[src/rtl/wlc_pkg.sv]
package wlc_pkg;
  typedef enum logic [1:0] {
    CLS_LOW = 2'd0,
    CLS_CPU = 2'd1,
    CLS_MIX = 2'd2,
    CLS_MEM = 2'd3
  } wl_class_e;

  localparam int unsigned NUM_EV  = 4;
  localparam int unsigned EV_REF  = 0;
  localparam int unsigned EV_CYC  = 1;
  localparam int unsigned EV_INST = 2;
  localparam int unsigned EV_MEM  = 3;

  // Q0.8 thresholds
  localparam int unsigned QSHIFT   = 8;
  localparam int unsigned THR_UTIL = 28;
  localparam int unsigned THR_HI   = 90;
  localparam int unsigned THR_LO   = 64;
endpackage

[src/rtl/wlc_sat_cnt.sv]
module wlc_sat_cnt #(
  parameter int unsigned W = 24
) (
  input  logic         clk_i,
  input  logic         rst_ni,
  input  logic         inc_i,
  input  logic         clr_i,
  output logic [W-1:0] tot_o
);
  localparam logic [W-1:0] MAX = '1;

  logic [W-1:0] cnt_q, cnt_d;

  always_comb begin
    cnt_d = cnt_q;
    if (inc_i && (cnt_q != MAX)) cnt_d = cnt_q + W'(1);
  end

  assign tot_o = cnt_d;

  always_ff @(posedge clk_i or negedge rst_ni) begin
    if (!rst_ni)    cnt_q <= '0;
    else if (clr_i) cnt_q <= '0;
    else            cnt_q <= cnt_d;
  end

  p_no_overflow_r3: assert property (@(posedge clk_i) disable iff (!rst_ni)
    (cnt_q == MAX && !clr_i) |=> (cnt_q == MAX));

  p_clear_on_end_r1: assert property (@(posedge clk_i) disable iff (!rst_ni)
    clr_i |=> (cnt_q == '0));
endmodule

[src/rtl/wlc_window.sv]
module wlc_window
  import wlc_pkg::*;
#(
  parameter int unsigned CNT_W = 24,
  parameter int unsigned WIN_W = 16
) (
  input  logic                          clk_i,
  input  logic                          rst_ni,
  input  logic [NUM_EV-1:0]             ev_i,
  input  logic [WIN_W-1:0]              win_len_i,
  output logic                          win_end_o,
  output logic [NUM_EV-1:0][CNT_W-1:0]  tot_o
);
  logic [CNT_W-1:0] eff_len;

  assign eff_len   = (win_len_i == '0) ? CNT_W'(1) : CNT_W'(win_len_i);
  assign win_end_o = ev_i[EV_REF] && (tot_o[EV_REF] >= eff_len);

  for (genvar g = 0; g < NUM_EV; g++) begin : g_cnt
    wlc_sat_cnt #(.W(CNT_W)) u_cnt (
      .clk_i  (clk_i),
      .rst_ni (rst_ni),
      .inc_i  (ev_i[g]),
      .clr_i  (win_end_o),
      .tot_o  (tot_o[g])
    );
  end
endmodule

[src/rtl/wlc_classify.sv]
module wlc_classify
  import wlc_pkg::*;
#(
  parameter int unsigned CNT_W = 24,
  parameter int unsigned IPC_W = 4
) (
  input  logic [CNT_W-1:0] ref_i,
  input  logic [CNT_W-1:0] cyc_i,
  input  logic [CNT_W-1:0] inst_i,
  input  logic [CNT_W-1:0] mem_i,
  input  logic [IPC_W-1:0] ipc_max_i,
  output wl_class_e        cls_o
);
  localparam int unsigned PW = CNT_W + IPC_W + 16;

  logic [PW-1:0] ref_w, cyc_w, diff_w, ipc_w, scale_w;
  logic          util_low, ipc_hi, ipc_lo;

  always_comb begin
    ref_w   = PW'(ref_i);
    cyc_w   = PW'(cyc_i);
    diff_w  = (inst_i > mem_i) ? PW'(inst_i - mem_i) : '0;
    ipc_w   = (ipc_max_i == '0) ? PW'(1) : PW'(ipc_max_i);
    scale_w = ipc_w * cyc_w;

    util_low = (cyc_w << QSHIFT) <= (ref_w * PW'(THR_UTIL));
    ipc_hi   = (diff_w << QSHIFT) >= (scale_w * PW'(THR_HI));
    ipc_lo   = (diff_w << QSHIFT) >= (scale_w * PW'(THR_LO));

    if (cyc_i == '0 || ref_i == '0) cls_o = CLS_LOW;
    else if (util_low)              cls_o = CLS_LOW;
    else if (ipc_hi)                cls_o = CLS_CPU;
    else if (ipc_lo)                cls_o = CLS_MIX;
    else                            cls_o = CLS_MEM;
  end
endmodule

[src/rtl/wlc_policy.sv]
module wlc_policy
  import wlc_pkg::*;
#(
  parameter int unsigned NB = 4,
  parameter int unsigned NL = 4
) (
  input  logic          clk_i,
  input  logic          rst_ni,
  input  logic          upd_i,
  input  wl_class_e     cls_i,
  output logic [1:0]    class_o,
  output logic          freq_max_o,
  output logic [NB-1:0] big_pg_o,
  output logic [NL-1:0] little_pg_o,
  output logic          valid_o
);
  wl_class_e cls_q;
  logic      freq_q, big_g_q, lit_g_q, valid_q;

  always_ff @(posedge clk_i or negedge rst_ni) begin
    if (!rst_ni) begin
      cls_q   <= CLS_MIX;
      freq_q  <= 1'b1;
      big_g_q <= 1'b0;
      lit_g_q <= 1'b0;
      valid_q <= 1'b0;
    end else begin
      valid_q <= upd_i;
      if (upd_i) begin
        cls_q <= cls_i;
        unique case (cls_i)
          CLS_LOW: begin freq_q <= 1'b0; big_g_q <= 1'b1; lit_g_q <= 1'b1; end
          CLS_CPU: begin freq_q <= 1'b1; big_g_q <= 1'b0; lit_g_q <= 1'b1; end
          CLS_MIX: begin freq_q <= 1'b0; big_g_q <= 1'b0; lit_g_q <= 1'b0; end
          CLS_MEM: begin freq_q <= 1'b1; big_g_q <= 1'b1; lit_g_q <= 1'b0; end
          default: ;
        endcase
      end
    end
  end

  assign class_o    = cls_q;
  assign freq_max_o = freq_q;
  assign valid_o    = valid_q;
  assign big_pg_o   = {NB{big_g_q}};

  // core 0 of the little cluster runs the OS
  if (NL > 1) begin : g_lit_multi
    assign little_pg_o = {{(NL-1){lit_g_q}}, 1'b0};
  end else begin : g_lit_single
    assign little_pg_o = 1'b0;
  end

  p_os_core_on_r10: assert property (@(posedge clk_i) disable iff (!rst_ni)
    little_pg_o[0] == 1'b0);

  p_hold_between_r2: assert property (@(posedge clk_i) disable iff (!rst_ni)
    !valid_o |-> ($stable(class_o) && $stable(freq_max_o) &&
                  $stable(big_pg_o) && $stable(little_pg_o)));
endmodule

[src/rtl/wlc_ctrl.sv]
module wlc_ctrl
  import wlc_pkg::*;
#(
  parameter int unsigned CNT_W = 24,
  parameter int unsigned WIN_W = 16,
  parameter int unsigned IPC_W = 4,
  parameter int unsigned NB    = 4,
  parameter int unsigned NL    = 4
) (
  input  logic             clk_i,
  input  logic             rst_ni,
  input  logic             ref_tick_i,
  input  logic             cyc_en_i,
  input  logic             inst_ret_i,
  input  logic             mem_acc_i,
  input  logic [WIN_W-1:0] win_len_i,
  input  logic [IPC_W-1:0] ipc_max_i,
  output logic [1:0]       class_o,
  output logic             freq_max_o,
  output logic [NB-1:0]    big_pg_o,
  output logic [NL-1:0]    little_pg_o,
  output logic             valid_o
);
  logic [NUM_EV-1:0]            ev;
  logic [NUM_EV-1:0][CNT_W-1:0] tot;
  logic                         win_end;
  wl_class_e                    cls;

  always_comb begin
    ev          = '0;
    ev[EV_REF]  = ref_tick_i;
    ev[EV_CYC]  = cyc_en_i;
    ev[EV_INST] = inst_ret_i;
    ev[EV_MEM]  = mem_acc_i;
  end

  wlc_window #(.CNT_W(CNT_W), .WIN_W(WIN_W)) u_window (
    .clk_i     (clk_i),
    .rst_ni    (rst_ni),
    .ev_i      (ev),
    .win_len_i (win_len_i),
    .win_end_o (win_end),
    .tot_o     (tot)
  );

  wlc_classify #(.CNT_W(CNT_W), .IPC_W(IPC_W)) u_classify (
    .ref_i     (tot[EV_REF]),
    .cyc_i     (tot[EV_CYC]),
    .inst_i    (tot[EV_INST]),
    .mem_i     (tot[EV_MEM]),
    .ipc_max_i (ipc_max_i),
    .cls_o     (cls)
  );

  wlc_policy #(.NB(NB), .NL(NL)) u_policy (
    .clk_i       (clk_i),
    .rst_ni      (rst_ni),
    .upd_i       (win_end),
    .cls_i       (cls),
    .class_o     (class_o),
    .freq_max_o  (freq_max_o),
    .big_pg_o    (big_pg_o),
    .little_pg_o (little_pg_o),
    .valid_o     (valid_o)
  );

  p_zero_cyc_low_r5: assert property (@(posedge clk_i) disable iff (!rst_ni)
    (win_end && tot[EV_CYC] == '0) |=> (class_o == 2'd0 && valid_o));
endmodule

[config.mk]
export PLATFORM = sky130hd
export DESIGN_NAME = wlc_ctrl
export DESIGN_NICKNAME = d
export VERILOG_FILES = /design/src/rtl/wlc_pkg.sv /design/src/rtl/wlc_sat_cnt.sv /design/src/rtl/wlc_window.sv /design/src/rtl/wlc_classify.sv /design/src/rtl/wlc_policy.sv /design/src/rtl/wlc_ctrl.sv
export SDC_FILE = /design/constraint.sdc
export NUM_CORES = 1
export LEC_CHECK = 0
export BUFFER_PORTS_ARGS = -buffer_cell sky130_fd_sc_hd__clkbuf_2
export CORE_MARGIN = 2
export CORE_UTILIZATION = 30
export DETAILED_ROUTE_END_ITERATION = 6
export PLACE_DENSITY = 0.55
export SETUP_SLACK_MARGIN = 0.2
export SLEW_MARGIN = 20
export SYNTH_ARGS = -nofsm -noshare
export SYNTH_HDL_FRONTEND = slang
export SYNTH_HIERARCHICAL = 1
export SYNTH_SLANG_ARGS = --single-unit
[constraint.sdc]
create_clock -name clk_i -period 30.8 [get_ports clk_i]
set_clock_uncertainty 0.05 [all_clocks]
set_input_delay 1.54 -clock clk_i [delete_from_list [all_inputs] [get_ports clk_i]]
set_output_delay 1.54 -clock clk_i [all_outputs]
set_load 0.02 [all_outputs]
==> results.json, run 1 <==
{
  "top_layer": "met5",
  "fillers": 6580,
  "syn_nets": 2651,
  "crit_arrival_ps": 12380,
  "gp_congestion": 0.874,
  "insertion_delay_ps": 390,
  "synthArstFlopShare_pct": 100,
  "die_h_microns": 254,
  "overflow": 0,
  "utilization_pct": 32.4,
  "synth_compound_area_share_pct": 16.3,
  "synthSimpleGateAreaFrac_pct": 21.8,
  "drt_wl_total_microns": 48100,
  "worst_hold_path.endpoint": "u_policy/freq_max_o",
  "rsz0062_at_grt": "no",
  "synth_top_family_by_area": "adder cells",
  "relSlewSlack_pct": 35.3,
  "cts.clk_slew.worst_paths_ps": 80,
  "min_period_ps": 12150,
  "routed-wl-met3_microns": 2230,
  "io_pins": 38,
  "critPathTopFamily": "compound AO/OA/AOI/OAI gates",
  "tightest_slew_ps": 971,
  "cts_resized": 0,
  "run_status": "complete, no violations",
  "tns_ps": 0,
  "ys_ff_latch": 102,
  "h-tree-depth": 3,
  "drt-wirelength-per-cell_microns": 15.6,
  "ys_types": 82,
  "hold_depth": 2,
  "wl_met2_microns": 21900,
  "area_growth_pct": 6.93,
  "ys_seq_area_share_pct": 13.7,
  "post-place-ws_ps": 18590,
  "hold_start": "u_policy/freq_max_o",
  "hold_ws_ps": 447,
  "grtUsageTotal_pct": 15.1,
  "synth_top_area_cell": "ha_1",
  "first_pass_iters": 5,
  "start_util_pct": 30.3,
  "clockBufferDepth": 2,
  "hold_path.class": "flop to flop",
  "fmax_ghz": 0.0823,
  "drt-initial-drc-count": 996,
  "syn-instance-count": 2256,
  "clkSinkCount": 102,
  "syn_area_per_cell_sq_um": 8.29,
  "cap_violations": 0,
  "cp.required_ps": 31030,
  "yosysMostFrequentCell": "inv_1",
  "synth_mux_area_share_pct": 3.93,
  "post_cts_buffers": 0,
  "diodes": 0,
  "ff2ff_setup_slack_ps": 18650,
  "end_kind": "flop",
  "antenna_found_initial": 1,
  "synth_ff_type": "dfrtp_1",
  "viasPerCell": 5.10,
  "drive_above_1_share_pct": 7.69,
  "synthDominantCellAreaShare_pct": 17.2,
  "fp.dieW_microns": 254,
  "synthTopCellsByCount": "inv_1 (274), ha_1 (257), a21oi_1 (175)",
  "drt-met1-wl_microns": 23200,
  "reg2reg_from": "u_window/g_cnt[1].u_cnt/cnt_q[0]",
  "grt_pass1_vias": 15242,
  "netlist_area_sq_um": 18700,
  "hpwl_microns": 39700,
  "r2r_end": "u_policy/big_g_q",
  "period_share_pct": 39.5,
  "grt_pass1_wl_microns": 79000,
  "cts.hold.buffers_added": 0,
  "hold_violations": 0,
  "cts_tree": "yes",
  "synth.top_cells.by_area": "ha_1 (17%), dfrtp_1 (13%), fa_1 (12%)",
  "num_rows": 91,
  "yosysWarnings": 6,
  "synth-adder-area-share_pct": 29.2,
  "drc": 0,
  "start_kind": "flop",
  "synth-xor-area-share_pct": 7.77,
  "cp_slowest_cell": "nor4_4",
  "max_stage_delay_ps": 650,
  "io_buffer_count": 36,
  "fin_ws_ps": 18650,
  "setup_viol": 0,
  "cts_buffers": 9,
  "coreArea_sq_um": 61700,
  "drtAntennaViolNets": 0,
  "reg2regPathDepth": 43,
  "synth_edf_count": 0,
  "vias": 15729,
  "maxSlewViolCount": 0,
  "die_area_sq_um": 64400,
  "worstSetupPathType": "flop to flop",
  "worst-path-max-fanout": 16,
  "grt_max_degree": 94,
  "path_buf_inv": 6,
  "nNetsFinal": 2639,
  "clockRootBuffer": "clkbuf_16"
}
==> cell type report <==
| type | instances | area, sq um | share of cell area, % |
|---|---|---|---|
| Clock buffer | 9 | 225 | 1.13 |
| Multi-Input combinational cell | 1808 | 14800 | 74.1 |
| Sequential cell | 102 | 2550 | 12.8 |
| Clock inverter | 7 | 67.6 | 0.338 |
| Timing Repair Buffer | 45 | 250 | 1.25 |
| Tap cell | 837 | 1050 | 5.23 |
| Inverter | 278 | 1040 | 5.22 |
==> how the worst max path moves through the flow <==
stage / endpoint / slack [ps] / cells past startpoint / startpoint
after detailed placement: u_policy/big_g_q / 18590 / 42 / cyc_en_i
after floorplan: u_policy/big_g_q / 20000 / 43 / cyc_en_i
after global placement: u_policy/big_g_q / 18550 / 42 / cyc_en_i
after CTS: u_policy/big_g_q / 18680 / 45 / u_window/g_cnt[1].u_cnt/cnt_q[0]
after global routing: u_policy/big_g_q / 17770 / 43 / u_window/g_cnt[1].u_cnt/cnt_q[0]
final: u_policy/big_g_q / 18650 / 43 / u_window/g_cnt[1].u_cnt/cnt_q[0]
==> per-layer routing <==
layer	vias to the layer above	track usage (%)
li1	7836	-
met1	7575	20.9
met2	276	24.5
met3	40	2.58
met4	2	3.51
met5	-	0
==> through the flow <==
stage          instance area (sq um)  cells
2_1_floorplan                  18700   2256
3_3_place_gp                   19700   3070
3_5_place_dp                   19700   3070
4_1_cts                        20000   3086
5_1_grt                        20000   3086
6_report                       20000   3086
==> flip-flops by register name (all words and copies together), names as in the netlist <==
signal                      cells
u_policy/freq_max_o             1
u_policy/class_o                2
u_policy/big_g_q                1
u_policy/lit_g_q                1
u_window/g_cnt.u_cnt/cnt_q     96
u_policy/valid_o                1
==> placed cells by master (no fill, tap or decap), types with 32 or more instances in the layout <==
cell type	netlist	final
nor2b_1	66	66
nand2b_1	36	36
dfrtp_1	100	100
xnor2_1	66	66
xor2_1	100	100
a21oi_1	175	175
fa_1	112	112
inv_1	274	274
mux2_2	60	60
nand3_1	65	65
a211oi_1	32	32
ha_1	257	257
and2_1	65	65
a21o_1	56	56
clkbuf_2	0	35
nand4_1	38	38
o21ai_0	60	60
nand2_1	161	161
nor2_1	128	128
==> kinds of logic after synthesis <==
family,after synthesis
DFF,102
muxes,66
xor gates and xnor gates,166
other,1
adders and majority gates,370
buffers and inverters,346
AOI/OAI and AO/OA,471
and+or+nand+nor,734
==> worst reg2reg max path: cells and delay by family (launching register included) <==
kind / cells / cell delay, ps
compound gates: 17 / 4110
fa+ha+maj: 10 / 4000
simple gates: 7 / 1750
buf+inv: 6 / 720
xor+xnor: 2 / 690
flops: 1 / 470
mux: 1 / 260
Power of run 1 is left out: the tool's default activity adds up to more than one toggle a clock period on the data nets, which glitch-free logic cannot reach.
==> run 2, diff against run 1 <==
--- a/config.mk
+++ b/config.mk
@@ -5,6 +5,7 @@
 export SDC_FILE = /design/constraint.sdc
 export NUM_CORES = 1
 export LEC_CHECK = 0
+export ABC_AREA = 1
 export BUFFER_PORTS_ARGS = -buffer_cell sky130_fd_sc_hd__clkbuf_2
 export CORE_MARGIN = 2
 export CORE_UTILIZATION = 30
==> constraint.sdc (replaced) <==
create_clock -name clk_i -period 11.4 [get_ports clk_i]
set_clock_uncertainty 0.05 [all_clocks]
set_input_delay 0.57 -clock clk_i [delete_from_list [all_inputs] [get_ports clk_i]]
set_output_delay 0.57 -clock clk_i [all_outputs]
set_load 0.02 [all_outputs]
==> run 2 against run 1 <==
  * Sequential cell count is the same
  * Critical endpoint unchanged
  * Routed wire length grew 7.6%
  * Non-clock buffer count shrank 6
  * Count of clock-buffer cells in the layout is the same
  * Sequential share of layout area shrank 0.61 points
==> results.json, run 2 <==
{
  "max_stage_delay_ps": 530,
  "p_leak_nw": 11.7,
  "power_frac_comb_pct": 83.8,
  "hpwl_microns": 44500,
  "cp_common_cell": "nand2_1",
  "run_status": "complete, no violations",
  "netlist_area_sq_um": 19600,
  "power.total_mw": 5.04,
  "clockRootBuffer": "clkbuf_16",
  "p_clk_share_pct": 7.2,
  "syn-instance-count": 2921,
  "drt-wirelength-per-cell_microns": 13.7,
  "cts.hold.buffers_added": 0,
  "drtAntennaViolNets": 0,
  "yosysWarnings": 6,
  "worst-path-max-fanout": 28,
  "grtUsageTotal_pct": 15.8,
  "globalRouteMet1Util_pct": 19.3,
  "synthArstFlopShare_pct": 100,
  "p_per_area_nw_per_um2": 240,
  "p_seq_share_pct": 9.1,
  "cts_buffers": 9,
  "fp.dieW_microns": 260,
  "use_met2_pct": 29.0,
  "synthTopCellsByCount": "nand2_1 (747), inv_1 (591), nor2_1 (282)",
  "drt-initial-drc-count": 754,
  "grt_pass1_vias": 17437,
  "io_pins": 38,
  "min_period_ps": 10160,
  "hold_violations": 0,
  "cp.required_ps": 11630,
  "syn_area_per_cell_sq_um": 6.72,
  "first_pass_iters": 5,
  "drive_above_1_share_pct": 7.28,
  "start_kind": "flop",
  "coreArea_sq_um": 64600,
  "drc": 0,
  "synth_edf_count": 0,
  "p_int_mw": 2.20,
  "clockBufferDepth": 2,
  "setup_viol": 0,
  "io_buffer_count": 36,
  "top_usage_layer": "met2",
  "antenna_found_initial": 2,
  "ys_seq_area_share_pct": 13.0,
  "ir_worst_vdd_mv": 0.440,
  "ys_types": 60,
  "overflow": 0,
  "cts.clk_slew.worst_paths_ps": 80,
  "largest-register": "u_window/g_cnt.u_cnt/cnt_q",
  "drt_wl_total_microns": 51800,
  "gp_congestion": 0.910,
  "grt.met3_usage_pct": 2.07,
  "nNetsFinal": 3328,
  "hold_path.class": "primary input to asynchronous set/reset pin",
  "start_util_pct": 30.4,
  "period_share_pct": 89.1,
  "p_sw_share_pct": 56.4,
  "viasPerCell": 4.56,
  "vias": 17303,
  "maxSlewViolCount": 0,
  "ys_ff_latch": 102,
  "reg2regPathDepth": 59,
  "insertion_delay_ps": 390,
  "fin_cells": 3794,
  "synthDominantCellAreaShare_pct": 16.4,
  "rsz0062_at_grt": "no",
  "area_growth_pct": 7.03,
  "grt_pass1_wl_microns": 86400,
  "clkSinkCount": 102,
  "dp_cells": 3777,
  "tightest_slew_ps": 865,
  "worstSetupPathType": "flop to flop",
  "fmax_ghz": 0.0984,
  "final_cell_mix": "nand2_1 (747), inv_1 (591), nor2_1 (282)",
  "num_rows": 93,
  "cp_slowest_cell": "fa_1",
  "end_kind": "flop",
  "synth.top_cells.by_area": "ha_1 (16%), nand2_1 (14%), dfrtp_1 (13%)",
  "grt_max_degree": 65,
  "tns_ps": 0,
  "syn_nets": 3316,
  "cap_violations": 0,
  "relSlewSlack_pct": 42.4,
  "die_h_microns": 260,
  "final_common_cell": "nand2_1",
  "yosysMostFrequentCell": "nand2_1",
  "cts_resized": 0,
  "die_area_sq_um": 67500,
  "cts_tree": "yes",
  "largest_reg_flops": 96,
  "reg2reg_from": "u_window/g_cnt[1].u_cnt/cnt_q[0]",
  "crit_arrival_ps": 10390,
  "post_cts_buffers": 0,
  "synth_top_area_cell": "ha_1",
  "r2r_end": "u_policy/big_g_q",
  "switching_power_mw": 2.84,
  "ff2ff_setup_slack_ps": 1240,
  "synth_ff_type": "dfrtp_1",
  "h-tree-depth": 3
}
==> run 2: cell types whose count changed after synthesis, moves of 40 or more <==
cell	delta
mux2_2	-60
nor2_1	+154
xor2_1	-40
nor2b_1	-66
a21o_1	-48
and2_1	-59
nand2_1	+586
inv_1	+317
nand3_1	+54
nand2_2	+41
==> run 2: power groups by stage <==
stage,Clock (mW),Sequential (mW),Combinational (mW)
floorplan,0,0.456,3.21
finish,0.361,0.456,4.22
global placement,0,0.463,4.28
CTS,0.377,0.458,4.32
global route,0.390,0.465,4.88
detailed placement,0,0.464,4.30
==> run 2: cells by family after synthesis <==
group / after synthesis / synth area share [%]
AO/OA/AOI/OAI: 313 / 9.60
XOR/XNOR: 114 / 5.35
AND/OR/NAND/NOR: 1383 / 31.5
adder cells (fa/ha/maj): 369 / 27.8
other: 1 / 0.0191
buffers and inverters: 639 / 12.7
flip-flops: 102 / 13.0
==> run 2: layer usage <==
| layer | vias up | wire length, microns |
|---|---|---|
| met5 | - | 13 |
| met4 | 2 | 1170 |
| met3 | 56 | 1310 |
| met2 | 194 | 25700 |
| met1 | 7909 | 23600 |
| li1 | 9142 | - |
==> run 2: cell type report <==
cell class              instances  area, sq um
diodes                          1         2.50
clock buffers                   9          225
clock inverters                 7          105
fillers                      7173        43600
inverters                     601         2260
multi-input cells            2180        14600
flip-flops and latches        102         2550
well taps                     855         1070
repair buffers                 39          205
==> run 2: critical path: cells and delay by family (launching register included) <==
family                     cells  cell delay [ps]
and+or+nand+nor               28             2850
DFF                            1              390
adders and majority gates     10             3820
AOI/OAI and AO/OA             10             1700
buffers and inverters          9              710
xor gates and xnor gates       2              520
==> run 2: worst max path at each step <==
| stage | startpoint | endpoint | slack [ps] |
|---|---|---|---|
| 4_1_cts | u_window/g_cnt[1].u_cnt/cnt_q[0] | u_policy/big_g_q | 1200 |
| 2_1_floorplan | u_window/g_cnt[1].u_cnt/cnt_q[0] | u_policy/big_g_q | 2700 |
| 3_5_place_dp | u_window/g_cnt[1].u_cnt/cnt_q[0] | u_policy/big_g_q | 1210 |
| 6_report | u_window/g_cnt[1].u_cnt/cnt_q[0] | u_policy/big_g_q | 1240 |
| 3_3_place_gp | u_window/g_cnt[1].u_cnt/cnt_q[0] | u_policy/big_g_q | 1250 |
| 5_1_grt | u_window/g_cnt[1].u_cnt/cnt_q[0] | u_policy/lit_g_q | 290 |
==> run 2: per-stage QoR <==
stage / utilization, % / hold WS, ps / worst slack (ps) / cell area [sq um]
CTS: 32.5 / 198 / 1200 / 21000
floorplan: - / 224 / 2700 / 19600
global placement: 32.0 / 412 / 1250 / 20700
detailed placement: 32.0 / 420 / 1210 / 20700
global route: 32.5 / 235 / 291 / 21000
finish: 32.5 / 186 / 1240 / 21000
(Power assumes the default switching activity.)
